$ cat src/rtl/aux_pwm_pkg.sv
package aux_pwm_pkg;

  localparam int ADDR_W = 6;

  localparam logic [ADDR_W-1:0] OFS_APER = 6'h08;
  localparam logic [ADDR_W-1:0] OFS_ACMP = 6'h0C;
  localparam logic [ADDR_W-1:0] OFS_SPER = 6'h10;
  localparam logic [ADDR_W-1:0] OFS_SCMP = 6'h14;
  localparam logic [ADDR_W-1:0] OFS_CTRL = 6'h2A;

  localparam int RUN_BIT     = 4;
  localparam int OUT_EN_BIT  = 9;
  localparam int POL_LOW_BIT = 10;

  // slot index inside the active/shadow pair array
  localparam int SLOT_PER = 0;
  localparam int SLOT_CMP = 1;
  localparam int NSLOT    = 2;

  typedef enum logic [2:0] {
    SEL_NONE,
    SEL_APER,
    SEL_ACMP,
    SEL_SPER,
    SEL_SCMP,
    SEL_CTRL
  } reg_sel_e;

  function automatic reg_sel_e decode_sel(input logic [ADDR_W-1:0] a);
    reg_sel_e s;
    case (a)
      OFS_APER: s = SEL_APER;
      OFS_ACMP: s = SEL_ACMP;
      OFS_SPER: s = SEL_SPER;
      OFS_SCMP: s = SEL_SCMP;
      OFS_CTRL: s = SEL_CTRL;
      default:  s = SEL_NONE;
    endcase
    return s;
  endfunction

endpackage

$ cat src/rtl/aux_pwm_slot.sv
module aux_pwm_slot #(
  parameter int W = 32
) (
  input  logic         clk_i,
  input  logic         rst_ni,
  input  logic         act_we_i,
  input  logic         shd_we_i,
  input  logic         xfer_i,
  input  logic [W-1:0] wdata_i,
  output logic [W-1:0] act_o,
  output logic [W-1:0] shd_o
);

  logic [W-1:0] act_q, shd_q;

  // direct write outranks the wrap copy
  always_ff @(posedge clk_i or negedge rst_ni) begin
    if (!rst_ni) begin
      act_q <= '0;
    end else if (act_we_i) begin
      act_q <= wdata_i;
    end else if (xfer_i) begin
      act_q <= shd_q;
    end
  end

  always_ff @(posedge clk_i or negedge rst_ni) begin
    if (!rst_ni) begin
      shd_q <= '0;
    end else if (shd_we_i) begin
      shd_q <= wdata_i;
    end
  end

  assign act_o = act_q;
  assign shd_o = shd_q;

endmodule

$ cat src/rtl/aux_pwm_regs.sv
module aux_pwm_regs
  import aux_pwm_pkg::*;
#(
  parameter int CNT_W  = 32,
  parameter int CTRL_W = 16
) (
  input  logic              clk_i,
  input  logic              rst_ni,
  input  logic              wr_en_i,
  input  logic              rd_en_i,
  input  logic [ADDR_W-1:0] addr_i,
  input  logic [CNT_W-1:0]  wdata_i,
  input  logic              wrap_i,
  output logic [CNT_W-1:0]  act_per_o,
  output logic [CNT_W-1:0]  act_cmp_o,
  output logic [CNT_W-1:0]  shd_per_o,
  output logic              run_o,
  output logic              out_en_o,
  output logic              pol_low_o,
  output logic              pending_o,
  output logic [CNT_W-1:0]  rdata_o
);

  reg_sel_e          sel;
  logic [NSLOT-1:0]  act_we, shd_we;
  logic [CNT_W-1:0]  act_q [NSLOT];
  logic [CNT_W-1:0]  shd_q [NSLOT];
  logic              pending_q, xfer;
  logic [CTRL_W-1:0] ctrl_q;
  logic [CNT_W-1:0]  rd_mux, rdata_q;

  assign sel = decode_sel(addr_i);

  always_comb begin
    act_we = '0;
    shd_we = '0;
    if (wr_en_i) begin
      case (sel)
        SEL_APER: act_we[SLOT_PER] = 1'b1;
        SEL_ACMP: act_we[SLOT_CMP] = 1'b1;
        SEL_SPER: shd_we[SLOT_PER] = 1'b1;
        SEL_SCMP: shd_we[SLOT_CMP] = 1'b1;
        default:  ;
      endcase
    end
  end

  assign xfer = wrap_i & pending_q;

  // a shadow write on a wrap cycle re-arms the flag for the next wrap
  always_ff @(posedge clk_i or negedge rst_ni) begin
    if (!rst_ni)        pending_q <= 1'b0;
    else if (|shd_we)   pending_q <= 1'b1;
    else if (wrap_i)    pending_q <= 1'b0;
  end

  for (genvar k = 0; k < NSLOT; k++) begin : g_slot
    aux_pwm_slot #(.W(CNT_W)) u_slot (
      .clk_i    (clk_i),
      .rst_ni   (rst_ni),
      .act_we_i (act_we[k]),
      .shd_we_i (shd_we[k]),
      .xfer_i   (xfer),
      .wdata_i  (wdata_i),
      .act_o    (act_q[k]),
      .shd_o    (shd_q[k])
    );
  end

  always_ff @(posedge clk_i or negedge rst_ni) begin
    if (!rst_ni)                          ctrl_q <= '0;
    else if (wr_en_i && sel == SEL_CTRL)  ctrl_q <= wdata_i[CTRL_W-1:0];
  end

  always_comb begin
    case (sel)
      SEL_APER: rd_mux = act_q[SLOT_PER];
      SEL_ACMP: rd_mux = act_q[SLOT_CMP];
      SEL_SPER: rd_mux = shd_q[SLOT_PER];
      SEL_SCMP: rd_mux = shd_q[SLOT_CMP];
      SEL_CTRL: rd_mux = CNT_W'(ctrl_q);
      default:  rd_mux = '0;
    endcase
  end

  always_ff @(posedge clk_i or negedge rst_ni) begin
    if (!rst_ni)      rdata_q <= '0;
    else if (rd_en_i) rdata_q <= rd_mux;
  end

  assign act_per_o = act_q[SLOT_PER];
  assign act_cmp_o = act_q[SLOT_CMP];
  assign shd_per_o = shd_q[SLOT_PER];
  assign run_o     = ctrl_q[RUN_BIT];
  assign out_en_o  = ctrl_q[OUT_EN_BIT];
  assign pol_low_o = ctrl_q[POL_LOW_BIT];
  assign pending_o = pending_q;
  assign rdata_o   = rdata_q;

endmodule

$ cat src/rtl/aux_pwm_timebase.sv
module aux_pwm_timebase #(
  parameter int CNT_W = 32
) (
  input  logic             clk_i,
  input  logic             rst_ni,
  input  logic             run_i,
  input  logic [CNT_W-1:0] period_i,
  output logic [CNT_W-1:0] cnt_o,
  output logic             wrap_o
);

  logic [CNT_W-1:0] cnt_q;
  logic [CNT_W:0]   cnt_inc;

  // one extra bit so period 0 and full-scale counts compare cleanly
  assign cnt_inc = {1'b0, cnt_q} + 1'b1;
  assign wrap_o  = run_i && (cnt_inc >= {1'b0, period_i});

  always_ff @(posedge clk_i or negedge rst_ni) begin
    if (!rst_ni)     cnt_q <= '0;
    else if (wrap_o) cnt_q <= '0;
    else if (run_i)  cnt_q <= cnt_inc[CNT_W-1:0];
  end

  assign cnt_o = cnt_q;

endmodule

$ cat src/rtl/aux_pwm_wave.sv
module aux_pwm_wave #(
  parameter int CNT_W = 32
) (
  input  logic [CNT_W-1:0] cnt_i,
  input  logic [CNT_W-1:0] cmp_i,
  input  logic             out_en_i,
  input  logic             pol_low_i,
  output logic             pwm_o
);

  logic below;

  assign below = cnt_i < cmp_i;
  assign pwm_o = out_en_i & (below ^ pol_low_i);

endmodule

$ cat src/rtl/aux_pwm_gen.sv
module aux_pwm_gen
  import aux_pwm_pkg::*;
#(
  parameter int CNT_W  = 32,
  parameter int CTRL_W = 16
) (
  input  logic              clk_i,
  input  logic              rst_ni,
  input  logic              wr_en_i,
  input  logic              rd_en_i,
  input  logic [ADDR_W-1:0] addr_i,
  input  logic [CNT_W-1:0]  wdata_i,
  output logic [CNT_W-1:0]  rdata_o,
  output logic              pwm_o
);

  logic [CNT_W-1:0] act_per_w, act_cmp_w, shd_per_w, cnt_w;
  logic             run_w, out_en_w, pol_low_w, pending_w, wrap_w;

  aux_pwm_regs #(.CNT_W(CNT_W), .CTRL_W(CTRL_W)) u_regs (
    .clk_i     (clk_i),
    .rst_ni    (rst_ni),
    .wr_en_i   (wr_en_i),
    .rd_en_i   (rd_en_i),
    .addr_i    (addr_i),
    .wdata_i   (wdata_i),
    .wrap_i    (wrap_w),
    .act_per_o (act_per_w),
    .act_cmp_o (act_cmp_w),
    .shd_per_o (shd_per_w),
    .run_o     (run_w),
    .out_en_o  (out_en_w),
    .pol_low_o (pol_low_w),
    .pending_o (pending_w),
    .rdata_o   (rdata_o)
  );

  aux_pwm_timebase #(.CNT_W(CNT_W)) u_tb (
    .clk_i    (clk_i),
    .rst_ni   (rst_ni),
    .run_i    (run_w),
    .period_i (act_per_w),
    .cnt_o    (cnt_w),
    .wrap_o   (wrap_w)
  );

  aux_pwm_wave #(.CNT_W(CNT_W)) u_wave (
    .cnt_i     (cnt_w),
    .cmp_i     (act_cmp_w),
    .out_en_i  (out_en_w),
    .pol_low_i (pol_low_w),
    .pwm_o     (pwm_o)
  );

endmodule

$ cat config.mk
export PLATFORM = sky130hd
export DESIGN_NAME = aux_pwm_gen
export DESIGN_NICKNAME = d
export VERILOG_FILES = /design/src/rtl/aux_pwm_pkg.sv /design/src/rtl/aux_pwm_slot.sv /design/src/rtl/aux_pwm_regs.sv /design/src/rtl/aux_pwm_timebase.sv /design/src/rtl/aux_pwm_wave.sv /design/src/rtl/aux_pwm_gen.sv
export SDC_FILE = /design/constraint.sdc
export NUM_CORES = 1
export LEC_CHECK = 0
export BUFFER_PORTS_ARGS = -buffer_cell sky130_fd_sc_hd__clkbuf_2
export CORE_MARGIN = 2
export CORE_UTILIZATION = 60
export CTS_CLUSTER_SIZE = 24
export DETAILED_ROUTE_END_ITERATION = 8
export PLACE_DENSITY = 0.88
export SLEW_MARGIN = 20
export SYNTH_ARGS = -nofsm -noshare
export SYNTH_HDL_FRONTEND = slang
export SYNTH_HIERARCHICAL = 1
export SYNTH_SLANG_ARGS = --single-unit
$ cat constraint.sdc
create_clock -name clk_i -period 8.1 [get_ports clk_i]
set_input_delay 2.025 -clock clk_i [delete_from_list [all_inputs] [get_ports clk_i]]
set_output_delay 2.025 -clock clk_i [all_outputs]
set_load 0.05 [all_outputs]
==> results of run 1 <==
## power by group through the flow
stage	Sequential, W	Combinational, W	Clock (W)
after global placement	0.00131	0.000474	0
after CTS	0.00131	0.000508	0.00108
after global routing	0.00133	0.000558	0.00112
final	0.00131	0.000513	0.00107
after floorplan	0.00129	0.000364	0
after detailed placement	0.00132	0.000498	0
## cell usage in the layout (no fill, tap or decap), types with 7 or more instances in the layout
| cell | netlist | layout |
|---|---|---|
| o21ai_1 | 61 | 61 |
| ha_1 | 64 | 64 |
| o22ai_1 | 18 | 18 |
| a21o_1 | 8 | 8 |
| o31ai_1 | 9 | 9 |
| xor2_1 | 8 | 8 |
| nand3_1 | 19 | 19 |
| mux2i_1 | 129 | 129 |
| a21oi_1 | 16 | 16 |
| a221o_1 | 17 | 17 |
| xnor2_1 | 22 | 22 |
| nor2_1 | 23 | 21 |
| mux2_4 | 70 | 70 |
| o2bb2ai_1 | 21 | 21 |
| inv_1 | 70 | 70 |
| dfrtp_1 | 209 | 209 |
| nand2_1 | 107 | 107 |
| a22o_1 | 8 | 8 |
| mux2_2 | 11 | 11 |
| nand4_1 | 17 | 17 |
| o21a_1 | 19 | 19 |
| clkbuf_16 | 0 | 23 |
| clkbuf_2 | 0 | 72 |
| o21ai_0 | 7 | 7 |
| buf_4 | 7 | 11 |
| o221ai_1 | 17 | 17 |
| nor2b_1 | 18 | 18 |
## how the worst min path moves through the flow
stage / start / to
finish: u_regs/rdata_o[24] / u_regs/rdata_o[24]
CTS: u_regs/rdata_o[21] / u_regs/rdata_o[21]
floorplan: u_regs/ctrl_q[0] / u_regs/rdata_o[0]
detailed placement: u_regs/rdata_o[21] / u_regs/rdata_o[21]
global placement: u_regs/rdata_o[21] / u_regs/rdata_o[21]
global route: u_regs/rdata_o[25] / u_regs/rdata_o[25]
## cell type report
type	instances	share of cell area [%]
Tap cell	270	2.535
Clock inverter	7	0.8263
Sequential cell	209	39.25
Inverter	70	1.972
Clock buffer	32	4.948
Multi-Input combinational cell	747	46.89
Timing Repair Buffer	85	3.577
## cells by family (layout without fill, tap and decap cells)
kind of cell             after synthesis  after routing
multiplexers                         210            210
adder cells (fa/ha/maj)               64             64
XOR/XNOR                              30             30
AND/OR/NAND/NOR                      223            223
AO/OA/AOI/OAI                        220            220
flip-flops                           209            209
buffers and inverters                138            194
## state kept, by name (all words and copies together) (netlist names)
register / cells
u_regs/g_slot.u_slot/act_o: 64
u_regs/rdata_o: 32
u_regs/pending_o: 1
u_regs/ctrl_q: 16
u_regs/g_slot.u_slot/shd_o: 64
u_tb/cnt_o: 32
## through the flow
| step | util [%] | std cells | cell area, sq um | worst slack [ns] | total power, W |
|---|---|---|---|---|---|
| 2_1_floorplan | - | 1094 | 12280 | 3.504 | 0.001656 |
| 3_3_place_gp | 62.13 | 1380 | 12530 | 2.509 | 0.001782 |
| 3_5_place_dp | 62.13 | 1380 | 12530 | 2.313 | 0.001818 |
| 4_1_cts | 65.95 | 1419 | 13300 | 2.213 | 0.002893 |
| 5_1_grt | 66.07 | 1420 | 13330 | 1.931 | 0.003006 |
| 6_report | 66.07 | 1420 | 13330 | 2.296 | 0.002892 |
## per-layer routing
layer / share of wire (%) / up-vias / GRT usage (%)
li1: - / 4019 / -
met3: 5.7 / 87 / 3.447
met2: 49 / 368 / 46.61
met5: 0 / - / 0
met1: 42 / 4529 / 36.45
met4: 2.9 / 0 / 9.423
## worst max-delay path, stage by stage (launching register included)
cell and delay (ns):
dfrtp_1 0.47, ha_1 0.31, nand3_1 0.21, nor3_4 0.34
and2_1 0.27, nand4_1 0.13, xnor2_1 0.17, ha_1 0.32
nand2_1 0.08, nor3_1 0.26, inv_1 0.07, a211o_1 0.30
a31oi_2 0.42, or2_1 0.76, and2_1 0.24, and2_4 0.53
buf_12 0.32, mux2i_1 0.30, o21ai_1 0.10
==> results.sh, run 1 <==
export IMPL_synth_fa_ha_area_share_pct=6.522
export IMPL_hold_path_class="reg -> reg"
export IMPL_antenna_found_initial=0
export IMPL_syn_avg_cell_area_sq_um=11.22
export IMPL_worst_setup_path_start_kind="flop"
export IMPL_wl_per_cell_um=20.91
export IMPL_crit_path_start="u_tb/cnt_o[0]"
export IMPL_finalSetupViolCount=0
export IMPL_cts_root_buf="clkbuf_16"
export IMPL_cts_buffers=22
export IMPL_synthXorXnorAreaFrac_pct=2.140
export IMPL_core_area_sq_um=20170
export IMPL_pwr_share_clk_pct=37.0
export IMPL_grt_max_degree=75
export IMPL_r2r_start="u_tb/cnt_o[0]"
export IMPL_syn_instance_count=1094
export IMPL_grt_pass1_vias=9307
export IMPL_async_flop_share_pct=100.0
export IMPL_path_class="reg -> reg"
export IMPL_skew_ns=0.01245
export IMPL_hpwl_um=18560
export IMPL_io_pins=75
export IMPL_yosys_register_bits=209
export IMPL_power_density_nw_per_um2=217.0
export IMPL_synthMuxAreaShare_pct=20.09
export IMPL_clock_fmax_ghz=0.1723
export IMPL_syn_area_sq_um=12280
export IMPL_final_seq_area_sq_um=5230
export IMPL_grt_overflow_total=0
export IMPL_grt_pass1_wl_um=48060
export IMPL_ys_top_cells_by_count="dfrtp_1 (209), mux2i_1 (129), nand2_1 (107)"
export IMPL_synthesis_nets=1200
export IMPL_drtIter0Drc=718
export IMPL_tns_ns=0
export IMPL_drc=0
export IMPL_die_x_um=147.1
export IMPL_num_rows=52
export IMPL_arrival_ns=6.15
export IMPL_synth_compound_area_share_pct=12.81
export IMPL_grt_setup_unrepaired="false"
export IMPL_io_buffers=74
export IMPL_grt_usage_pct=27.37
export IMPL_cts_tree="done"
export IMPL_drive_gt1_share_pct=19.57
export IMPL_dieArea_sq_um=21620
export IMPL_num_vias=9003
export IMPL_timing_final_crit_share_pct=71.65
export IMPL_maxCapViolCount=0
export IMPL_multi_input_area_sq_um=6248
export IMPL_place_gp_congestion=0.9623
export IMPL_syn_to_final_growth_pct=8.530
export IMPL_clkSinkCount=209
export IMPL_nNetsFinal=1241
export IMPL_ys_warn_count=6
export IMPL_dr_pass1_iters=5
export IMPL_comb_power_share_pct=17.7
export IMPL_wl_um=29690
export IMPL_synth_top_cell_by_area="dfrtp_1"
export IMPL_cts_resized=0
export IMPL_synth_top_cell_area_share_pct=42.60
export IMPL_synthSimpleGateAreaFrac_pct=9.141
export IMPL_cts_hold_fix_buffers=0
export IMPL_p_switching_w=0.0008186
export IMPL_ant_nets=0
export IMPL_hold_ws_ns=0.4760
export IMPL_ir_worst_vdd_uv=200.1
export IMPL_reg2reg_depth=18
export IMPL_power_switching_share_pct=28.31
export IMPL_r2r_end="u_regs/g_slot[0].u_slot/act_o[13]"
export IMPL_viasPerCell=6.340
export IMPL_synth_flop_cell="dfrtp_1"
export IMPL_p_leak_nw=6.405
export IMPL_synth_cell_type_count=58
export IMPL_sequentialPowerShare_pct=45.3
export IMPL_die_h_um=147.1
export IMPL_r2r_slack_ns=2.30
export IMPL_num_antenna_cells=0
export IMPL_cp_max_fo=33
export IMPL_fillCellCount=1445
export IMPL_relSlewSlack_pct=38.47
export IMPL_synthTopCellsByArea="dfrtp_1 (43%), mux2i_1 (11%), mux2_4 (8.6%)"
export IMPL_crit_end="u_regs/g_slot[0].u_slot/act_o[13]"
export IMPL_hold_depth=1
export IMPL_finalMaxSlewViolations=0
export IMPL_period_minus_slack_ns=5.804
export IMPL_clk_pin_slew_worst_paths_ns=0.06
export IMPL_run_status="completed"
export IMPL_ctsHtreeMaxLevel=1
export IMPL_clk_path_buf_depth=3
export IMPL_start_util_pct=60.87
export IMPL_synth_top_family_by_area="multiplexers"
export IMPL_tightestPinTransition_ns=0.9229
export IMPL_cp_end_kind="flop"
export IMPL_crit_required_ns=8.45
export IMPL_postCtsSetupRepairBufs=0
export IMPL_ys_seq_area_share_pct=42.60
export IMPL_p_int_w=0.002073
export IMPL_synth_most_common_cell="dfrtp_1"
export IMPL_clock_latency_ns=0.51
export IMPL_hold_viol=0
export IMPL_synth_edf_count=0
Note: power is estimated with default switching activity, not from simulation.
==> run 2, diff against run 1 <==
Settings changed: CORE_UTILIZATION 60 to 56, PLACE_DENSITY 0.88 to 0.86.
Clock period 8.1 ns to 5.1 ns, I/O delays scaled along.
==> run 2 against run 1 <==
Effect of this change:
- sequential cell count did not move
- final area rose by 0.24%
- sequential share of layout area fell by 0.095 points
- combinational power rose by 59%
- via count fell by 0.93%
- critical path type unchanged
==> results.sh, run 2 (synthesis results as in run 1) <==
export IMPL_finalMaxSlewViolations=0
export IMPL_dieArea_sq_um=23130
export IMPL_cp_end_kind="flop"
export IMPL_core_area_sq_um=21690
export IMPL_grt_usage_pct=25.78
export IMPL_r2r_end="u_regs/g_slot[0].u_slot/act_o[28]"
export IMPL_grt_overflow_total=0
export IMPL_io_buffers=74
export IMPL_grt_setup_unrepaired="false"
export IMPL_grt_max_degree=115
export IMPL_cts_resized=0
export IMPL_fillCellCount=1597
export IMPL_wl_um=30120
export IMPL_power_density_nw_per_um2=338.6
export IMPL_arrival_ns=5.17
export IMPL_worst_setup_path_start_kind="flop"
export IMPL_crit_family="simple AND/OR/NAND/NOR gates"
export IMPL_multi_input_area_sq_um=6245
export IMPL_relSlewSlack_pct=29.90
export IMPL_hold_depth=1
export IMPL_power_switching_share_pct=29.02
export IMPL_die_h_um=152.1
export IMPL_r2r_start="u_tb/cnt_o[0]"
export IMPL_hpwl_um=19460
export IMPL_wl_per_cell_um=20.99
export IMPL_clkSinkCount=209
export IMPL_final_cell_mix="dfrtp_1 (209), mux2i_1 (129), nand2_1 (107), clkbuf_2 (72)"
export IMPL_num_antenna_cells=0
export IMPL_clock_latency_ns=0.51
export IMPL_nNetsFinal=1247
export IMPL_reg2reg_depth=18
export IMPL_io_pins=75
export IMPL_cts_root_buf="clkbuf_16"
export IMPL_clk_pin_slew_worst_paths_ns=0.06
export IMPL_ir_worst_vdd_uv=224.6
export IMPL_path_class="reg -> reg"
export IMPL_p_int_w=0.003211
export IMPL_cp_max_fo=29
export IMPL_p_switching_w=0.001313
export IMPL_power_w=0.004524
export IMPL_p_leak_nw=6.428
export IMPL_ctsHtreeMaxLevel=1
export IMPL_max_stage_delay_ns=0.46
export IMPL_drive_gt1_share_pct=20.00
export IMPL_comb_power_share_pct=18.1
export IMPL_finalSetupViolCount=0
export IMPL_postCtsSetupRepairBufs=0
export IMPL_cp_buffers_inverters=1
export IMPL_min_to="u_regs/rdata_o[25]"
export IMPL_cts_buffers=22
export IMPL_timing_final_crit_share_pct=94.30
export IMPL_sequentialPowerShare_pct=45.8
export IMPL_pwr_share_clk_pct=36.1
export IMPL_tightestPinTransition_ns=1.052
export IMPL_ant_nets=0
export IMPL_crit_chain="ha_1 > nand3_1 > nor3_4 > and2_1 > nand4_1 > xnor2_1 > ha_1 > a211oi_1 > o21ai_1 > a221oi_1 > a211o_1 > a31oi_2 > or2_1 > and2_1 > and2_4 > buf_12 > mux2i_1 > o21ai_1"
export IMPL_final_seq_area_sq_um=5230
export IMPL_drc=0
export IMPL_die_x_um=152.1
export IMPL_start_util_pct=56.61
export IMPL_cts_tree="done"
export IMPL_skew_ns=0.01017
export IMPL_maxCapViolCount=0
export IMPL_layout_cells_most_common="dfrtp_1"
export IMPL_viasPerCell=6.215
export IMPL_r2r_slack_ns=0.29
export IMPL_cpMaxStageDelayCell="dfrtp_1"
export IMPL_hold_path_class="reg -> reg"
export IMPL_dr_pass1_iters=5
export IMPL_period_minus_slack_ns=4.809
export IMPL_grt_pass1_wl_um=48940
export IMPL_cts_hold_fix_buffers=0
export IMPL_tns_ns=0
export IMPL_crit_required_ns=5.46
export IMPL_hp_start="u_regs/rdata_o[25]"
export IMPL_clk_path_buf_depth=3
export IMPL_run_status="completed"
export IMPL_clock_fmax_ghz=0.2079
export IMPL_place_gp_congestion=0.9142
export IMPL_num_rows=54
export IMPL_grt_pass1_vias=9104
export IMPL_syn_to_final_growth_pct=8.794
export IMPL_hold_viol=0
export IMPL_num_vias=8919
export IMPL_antenna_found_initial=0
export IMPL_drtIter0Drc=618
==> run 2: cell count changes in the layout (fill, tap and decap cells not counted) <==
cell	before	now
bufinv_16	3	2
clkinv_2	4	7
and3_4	2	1
clkbuf_1	4	3
buf_12	1	3
and3_2	1	2
buf_4	11	15
clkbuf_8	6	4
==> run 2: layout make-up <==
| cell class | instances | share of cell area (%) |
|---|---|---|
| inverter | 70 | 1.967 |
| clock inverter | 9 | 0.7119 |
| tap | 280 | 2.623 |
| sequential | 209 | 39.15 |
| clock buffer | 29 | 4.702 |
| multi-input combinational | 747 | 46.75 |
| timing repair buffer | 91 | 4.093 |
==> run 2: worst max path at each step <==
stage	from	slack [ns]	depth (start not counted)	to
2_1_floorplan	u_tb/cnt_o[0]	0.95	21	u_regs/g_slot[0].u_slot/act_o[12]
3_3_place_gp	u_tb/cnt_o[0]	0.71	18	u_regs/g_slot[0].u_slot/act_o[2]
3_5_place_dp	u_tb/cnt_o[0]	0.49	18	u_regs/g_slot[0].u_slot/act_o[28]
4_1_cts	u_tb/cnt_o[0]	0.41	18	u_regs/g_slot[0].u_slot/act_o[28]
5_1_grt	u_tb/cnt_o[0]	0.11	18	u_regs/g_slot[0].u_slot/act_o[30]
6_report	u_tb/cnt_o[0]	0.29	18	u_regs/g_slot[0].u_slot/act_o[28]
==> run 2: power by group through the flow <==
stage	Combinational, W	Sequential (W)	Clock (W)
final	0.000818	0.00207	0.00164
after global routing	0.000898	0.00210	0.00171
after CTS	0.000809	0.00207	0.00165
after detailed placement	0.000801	0.00209	0
after global placement	0.000763	0.00208	0
after floorplan	0.000577	0.00205	0
==> run 2: worst register-to-register path, cell delays in order (launching register included) <==
cell and delay, ns:
dfrtp_1 0.46, ha_1 0.32, nand3_1 0.22, nor3_4 0.38, and2_1 0.26, nand4_1 0.15, xnor2_1 0.23, ha_1 0.29
a211oi_1 0.24, o21ai_1 0.12, a221oi_1 0.46, a211o_1 0.22, a31oi_2 0.05, or2_1 0.28, and2_1 0.19, and2_4 0.24
buf_12 0.22, mux2i_1 0.23, o21ai_1 0.08
==> run 2: layer usage <==
metal | global-route usage [%] | up-vias | share of wire (%)
li1 | - | 4028 | -
met1 | 34.65 | 4487 | 43
met2 | 43.93 | 323 | 49
met3 | 2.824 | 81 | 5.2
met4 | 8.545 | 0 | 2.9
met5 | 0 | - | 0
==> run 2: per-stage QoR <==
stage / util (%) / hold slack (ns) / instance area (sq um) / setup WS [ns] / instances
6_report: 61.59 / 0.4763 / 13360 / 0.2909 / 1435
5_1_grt: 61.59 / 0.5003 / 13360 / 0.1054 / 1435
4_1_cts: 61.59 / 0.4816 / 13360 / 0.4121 / 1435
3_5_place_dp: 58.26 / 0.4683 / 12630 / 0.4891 / 1397
3_3_place_gp: 58.26 / 0.4628 / 12630 / 0.7057 / 1397
2_1_floorplan: - / 0.4741 / 12280 / 0.9481 / 1094
